## config.mk

```make
export PLATFORM = sky130hd
export DESIGN_NAME = subclk_prescaler
export DESIGN_NICKNAME = d
export VERILOG_FILES = /design/src/rtl/sp_pkg.sv /design/src/rtl/sp_counter.sv /design/src/rtl/sp_watch_irq.sv /design/src/rtl/sp_stab.sv /design/src/rtl/subclk_prescaler.sv
export SDC_FILE = /design/constraint.sdc
export NUM_CORES = 1
export LEC_CHECK = 0
export BUFFER_PORTS_ARGS = -buffer_cell sky130_fd_sc_hd__clkbuf_2
export CAP_MARGIN = 20
export CORE_MARGIN = 3
export CORE_UTILIZATION = 50
export DETAILED_ROUTE_END_ITERATION = 7
export PLACE_DENSITY = 0.77
export SYNTH_ARGS = -nofsm -noshare
export SYNTH_HDL_FRONTEND = slang
export SYNTH_SLANG_ARGS = --single-unit
```

## constraint.sdc

```tcl
create_clock -name clk -period 1.8 [get_ports clk]
set_clock_uncertainty 0.15 [all_clocks]
set_input_delay 0.27 -clock clk [delete_from_list [all_inputs] [get_ports clk]]
set_output_delay 0.27 -clock clk [all_outputs]
set_load 0.05 [all_outputs]
```

## src/rtl/sp_pkg.sv

```systemverilog
`timescale 1ns/1ps
package sp_pkg;
   localparam int CTL_W      = 5;
   localparam int CTL_CLR_N  = 0;
   localparam int CTL_IE     = 1;
   localparam int CTL_FLAG   = 2;
   localparam int CTL_SEL_LO = 3;
   localparam int N_IV       = 4;

   typedef struct packed {
      logic [1:0] sel;
      logic       flag;
      logic       ie;
      logic       clr_n;
   } ctl_wr_t;

   function automatic ctl_wr_t ctl_decode(input logic [CTL_W-1:0] d);
      ctl_wr_t r;
      r.clr_n = d[CTL_CLR_N];
      r.ie    = d[CTL_IE];
      r.flag  = d[CTL_FLAG];
      r.sel   = d[CTL_SEL_LO +: 2];
      return r;
   endfunction
endpackage

```

## src/rtl/sp_counter.sv

```systemverilog
`timescale 1ns/1ps
module sp_counter #(
   parameter int CNT_W    = 15,
   parameter int NTAP     = 4,
   parameter int TAP_LO   = 1,
   parameter int IV_BASE  = 4,
   parameter int IV_STEP  = 2,
   parameter int STAB_BIT = 10
) (
   input  logic                  clk,
   input  logic                  rst_n,
   input  logic                  tick,
   input  logic                  clr,
   output logic [NTAP-1:0]       taps,
   output logic [sp_pkg::N_IV-1:0] iv_rise,
   output logic                  stab_rise
);
   localparam int IV_TOP = IV_BASE + IV_STEP * (sp_pkg::N_IV - 1);

   if (IV_BASE < 1 || IV_TOP >= CNT_W) begin : g_bad_iv
      $error("interval bits out of counter range");
   end
   if (STAB_BIT < 1 || STAB_BIT >= CNT_W) begin : g_bad_stab
      $error("stabilization bit out of counter range");
   end
   if (TAP_LO + NTAP > CNT_W) begin : g_bad_tap
      $error("taps exceed counter width");
   end

   logic [CNT_W-1:0] cnt_q;
   logic             adv;

   assign adv = tick & ~clr;

   always_ff @(posedge clk or negedge rst_n) begin
      if (!rst_n)   cnt_q <= '0;
      else if (clr) cnt_q <= '0;
      else if (adv) cnt_q <= cnt_q + 1'b1;
   end

   for (genvar i = 0; i < NTAP; i++) begin : g_tap
      assign taps[i] = cnt_q[TAP_LO + i];
   end

   for (genvar k = 0; k < sp_pkg::N_IV; k++) begin : g_iv
      localparam int B = IV_BASE + IV_STEP * k;
      assign iv_rise[k] = adv & ~cnt_q[B] & (&cnt_q[B-1:0]);
   end

   assign stab_rise = adv & ~cnt_q[STAB_BIT] & (&cnt_q[STAB_BIT-1:0]);

   p_clear_zero_r3: assert property (@(posedge clk) disable iff (!rst_n)
      clr |=> (cnt_q == '0));
   p_count_step_r2: assert property (@(posedge clk) disable iff (!rst_n)
      adv |=> (cnt_q == $past(cnt_q) + 1'b1));
   p_hold_still_r2: assert property (@(posedge clk) disable iff (!rst_n)
      (!tick && !clr) |=> $stable(cnt_q));
endmodule

```

## src/rtl/sp_watch_irq.sv

```systemverilog
`timescale 1ns/1ps
module sp_watch_irq (
   input  logic                    clk,
   input  logic                    rst_n,
   input  logic                    hold,
   input  logic [sp_pkg::N_IV-1:0] iv_rise,
   input  logic [1:0]              sel,
   input  logic                    main_stop,
   input  logic                    sw_flag_clr,
   output logic                    flag
);
   logic set_req;

   assign set_req = iv_rise[sel] & ~main_stop;

   always_ff @(posedge clk or negedge rst_n) begin
      if (!rst_n)           flag <= 1'b0;
      else if (hold)        flag <= 1'b0;
      else if (set_req)     flag <= 1'b1;
      else if (sw_flag_clr) flag <= 1'b0;
   end

   p_stop_noset_r8: assert property (@(posedge clk) disable iff (!rst_n)
      (main_stop && !flag) |=> !flag);
   p_sticky_r9: assert property (@(posedge clk) disable iff (!rst_n)
      (flag && !sw_flag_clr && !hold) |=> flag);
endmodule

```

## src/rtl/sp_stab.sv

```systemverilog
`timescale 1ns/1ps
module sp_stab (
   input  logic clk,
   input  logic rst_n,
   input  logic hold,
   input  logic start,
   input  logic done_rise,
   output logic busy
);
   always_ff @(posedge clk or negedge rst_n) begin
      if (!rst_n)         busy <= 1'b1;
      else if (hold)      busy <= 1'b0;
      else if (start)     busy <= 1'b1;
      else if (done_rise) busy <= 1'b0;
   end

   p_stab_fall_r5: assert property (@(posedge clk) disable iff (!rst_n)
      ($fell(busy) && !$past(hold)) |-> $past(done_rise));
   p_stab_start_r5: assert property (@(posedge clk) disable iff (!rst_n)
      (start && !hold) |=> busy);
endmodule

```

## src/rtl/subclk_prescaler.sv

```systemverilog
`timescale 1ns/1ps
module subclk_prescaler #(
   parameter int CNT_W    = 15,
   parameter int NTAP     = 4,
   parameter int TAP_LO   = 1,
   parameter int IV_BASE  = 4,
   parameter int IV_STEP  = 2,
   parameter int STAB_BIT = 10
) (
   input  logic                     clk,
   input  logic                     rst_n,
   input  logic                     sub_tick,
   input  logic                     single_clk,
   input  logic                     main_stop,
   input  logic                     sub_stop_exit,
   input  logic                     wdt_src_pre,
   input  logic                     wr_en,
   input  logic [sp_pkg::CTL_W-1:0] wr_data,
   input  logic                     sub_mode_req,
   output logic [NTAP-1:0]          taps,
   output logic                     irq,
   output logic                     wdt_clr,
   output logic                     stabilizing,
   output logic                     req_denied
);
   import sp_pkg::*;

   ctl_wr_t           wr;
   logic              ie_q;
   logic [1:0]        sel_q;
   logic              sw_clr, clr_req, cnt_clr, flag;
   logic [N_IV-1:0]   iv_rise;
   logic              stab_rise;

   assign wr      = ctl_decode(wr_data);
   assign sw_clr  = wr_en & ~wr.clr_n;
   assign clr_req = sw_clr | sub_stop_exit;
   assign cnt_clr = single_clk | clr_req;

   always_ff @(posedge clk or negedge rst_n) begin
      if (!rst_n) begin
         ie_q  <= 1'b0;
         sel_q <= '0;
      end else if (wr_en) begin
         ie_q  <= wr.ie;
         sel_q <= wr.sel;
      end
   end

   sp_counter #(
      .CNT_W(CNT_W), .NTAP(NTAP), .TAP_LO(TAP_LO),
      .IV_BASE(IV_BASE), .IV_STEP(IV_STEP), .STAB_BIT(STAB_BIT)
   ) u_cnt (
      .clk(clk), .rst_n(rst_n), .tick(sub_tick), .clr(cnt_clr),
      .taps(taps), .iv_rise(iv_rise), .stab_rise(stab_rise)
   );

   sp_watch_irq u_irq (
      .clk(clk), .rst_n(rst_n), .hold(single_clk), .iv_rise(iv_rise),
      .sel(sel_q), .main_stop(main_stop),
      .sw_flag_clr(wr_en & ~wr.flag), .flag(flag)
   );

   sp_stab u_stab (
      .clk(clk), .rst_n(rst_n), .hold(single_clk), .start(sub_stop_exit),
      .done_rise(stab_rise), .busy(stabilizing)
   );

   assign irq        = flag & ie_q & ~single_clk;
   assign wdt_clr    = wdt_src_pre & ~single_clk & clr_req;
   assign req_denied = sub_mode_req & stabilizing;

   p_wdt_taps_r4: assert property (@(posedge clk) disable iff (!rst_n)
      wdt_clr |=> (taps == '0));
   p_single_idle_r10: assert property (@(posedge clk) disable iff (!rst_n)
      single_clk |=> (taps == '0 && !irq && !stabilizing));
   p_deny_needs_wait_r6: assert property (@(posedge clk) disable iff (!rst_n)
      req_denied |-> !$rose(stabilizing) || $past(sub_stop_exit));
endmodule

```

==> flow_summary.ini <==
[clocking]
cts-root-buf = clkbuf_4
clk_latency_ns = 0.28
htreeDepth = 1
cts_sinks = 16
clockBufferDepth = 2
cts_repair_resize_count = 0
cts_tree = yes
clkSlewWorstSetupHoldPaths_ns = 0.08
numCtsBuffers = 3

[cells_and_area]
fillers = 136
drive_gt1_share_pct = 33.0
syn2layout_area_growth_pct = 14.5
final_area_sq_um = 986
multiInputGateArea_sq_um = 419
fin_nets = 119
stdcell_count = 119
n_antenna_cell = 0
regArea_sq_um = 402

[sta]
maxSlewViolCount = 0
period_minus_slack_ns = 1.61
fin_setup_tns_ns = 0
clock.fmax_mhz = 620
setup_slack_ns = 0.186
setup_viol = 0
rsz0062_at_grt = no
relSlewSlack_pct = 74.3
period_share_pct = 89.7
worst-slew-pin-transition_ns = 0.386
hold_viol = 0

[detailed_routing]
viasPerCell = 5.18
wl_microns = 1500
first_pass_iters = 4
post_drt_wl_per_cell_microns = 12.6
num_vias = 617
drt_drc_violations_left = 0
drtIter0Drc = 3
postRouteAntennaNets = 0

[global_route]
antenna_found_initial = 0
grt_pass1_wl_microns = 2530
busiest_layer = met2
use_met1_pct = 22.6
use_met2_pct = 24.6
met3_usage_pct = 5.64
grt.total_usage_pct = 16.2
grt_max_degree = 17
grt_pass1_vias = 576
overflow = 0

[critical_path]
worstSetupEndpointType = output pin
critPathRequiredTime_ns = 1.38
crit_fanout = 3
cp-start-kind = flip-flop
worstSetupPathType = reg -> out
critPathArrivalTime_ns = 1.19

[synthesis]
synth.avg_cell_area_sq_um = 10.5
synthesis.area_sq_um = 861
ys_ff_latch = 16
synth_edf_count = 0
yosysTopAreaCellShare_pct = 43.6
syn-num-nets = 97
yosys.area.top_type = dfrtp_1
synth_cell_type_count = 33
syn_inst = 82
synth_warnings = 0
async_reset_ff_share_pct = 100
ys.flop_type = dfrtp_1
synth_area_leaders = dfrtp_1 44%, nor2_1 6.5%, xnor2_1 5.1%
yosysSeqAreaShare_pct = 46.7

[status]
status = finished clean

[place]
post-place-ws_ns = 0.292
place_hpwl_microns = 1200
dpl_cell_area_sq_um = 950
port_buffers = 21
dp.cells = 114
place.gp.congestion = 0.755

[run]
max_cap_viol_count = 0

[floorplan]
num_io_pins = 22
fp.dieW_microns = 47.5
coreArea_sq_um = 1560
start_util_pct = 55.2
die_y_microns = 47.5
dieArea_sq_um = 2260
fp-row-count = 14

[worst_hold_path]
hold_class = in -> reg

[power]
p_leak_nw = 0.461
total_power_mw = 0.641
powerDensity_nw_per_um2 = 650
vdd_drop_max_v = 0.000675
## worst max-delay path: stages, from the launching register on
cell      delay (ns)
dfstp_2         0.54
and2_1          0.11
clkbuf_2        0.26
## path summary, 6_finish.rpt
check                      slack, ns  cells after the start           start          end
hold reg to reg                 0.36                      1            ie_q         ie_q
hold / removal                  0.05                      2      single_clk  u_stab.busy
max in group asynchronous       0.90                      2           rst_n  u_stab.busy
setup reg to reg                0.29                      5  u_cnt.cnt_q[1]   u_irq.flag
min in group asynchronous       0.29                      2           rst_n     sel_q[1]
setup / recovery                0.19                      2     u_stab.busy   req_denied
## cell usage in the layout (no fill, tap or decap), types with 2 or more instances in the layout
cell,netlist,layout
dfrtp_1,15,15
mux2_2,3,3
nand3_1,3,3
nand4_1,2,2
nand2_1,4,4
clkbuf_4,0,3
nor2_1,15,15
nand2b_1,2,2
xnor2_1,5,5
clkbuf_2,0,21
xor2_1,5,5
## metal layers
layer	vias up	wire, microns
met5	-	0
met4	0	14
met3	2	71
met2	15	688
met1	278	724
li1	322	-
## sequential cells by signal, indices dropped and copies added (netlist names)
register / count
ie_q: 1
sel_q: 2
u_stab.busy: 1
u_cnt.cnt_q: 11
u_irq.flag: 1
## through the flow
step / utilization, % / hold WS (ns)
floorplan: - / -0.176
global placement: 60.9 / 0.0537
detailed placement: 60.9 / 0.0575
CTS: 63.2 / 0.0483
global route: 63.2 / 0.0565
finish: 63.2 / 0.0531
## power breakdown
group	internal, mW	switching (mW)	leakage, nW
Sequential	0.370	0.00733	0.213
Clock	0.0859	0.103	0.0150
Combinational	0.0305	0.0446	0.233
## cells in the mapped netlist, types with 2 or more instances
master and count:
buf_4 4, dfrtp_1 15, mux2_2 3, nand2_1 4, nand2b_1 2, nand3_1 3, nand4_1 2, nor2_1 15
nor3b_1 2, xnor2_1 5, xor2_1 5
## kinds of logic after synthesis
group / share of synthesized area [%]
XOR/XNOR: 10.2
AND/OR/NAND/NOR: 26.9
multiplexers: 5.09
flip-flops: 46.7
AO/OA/AOI/OAI: 4.51
adder cells (fa/ha/maj): 1.45
buffers and inverters: 5.23
## final cells by class
type,count,share of cell area (%)
clock buffers,4,2.66
inverters,1,0.381
multi-input cells,60,42.5
flip-flops and latches,16,40.7
well taps,16,2.03
repair buffers,22,11.7
## repair_timing
action	CTS	global route
hold buffers	1	0
endpoints found under the hold margin	15	0
buffers inserted	0	0
(Power assumes the default switching activity.)
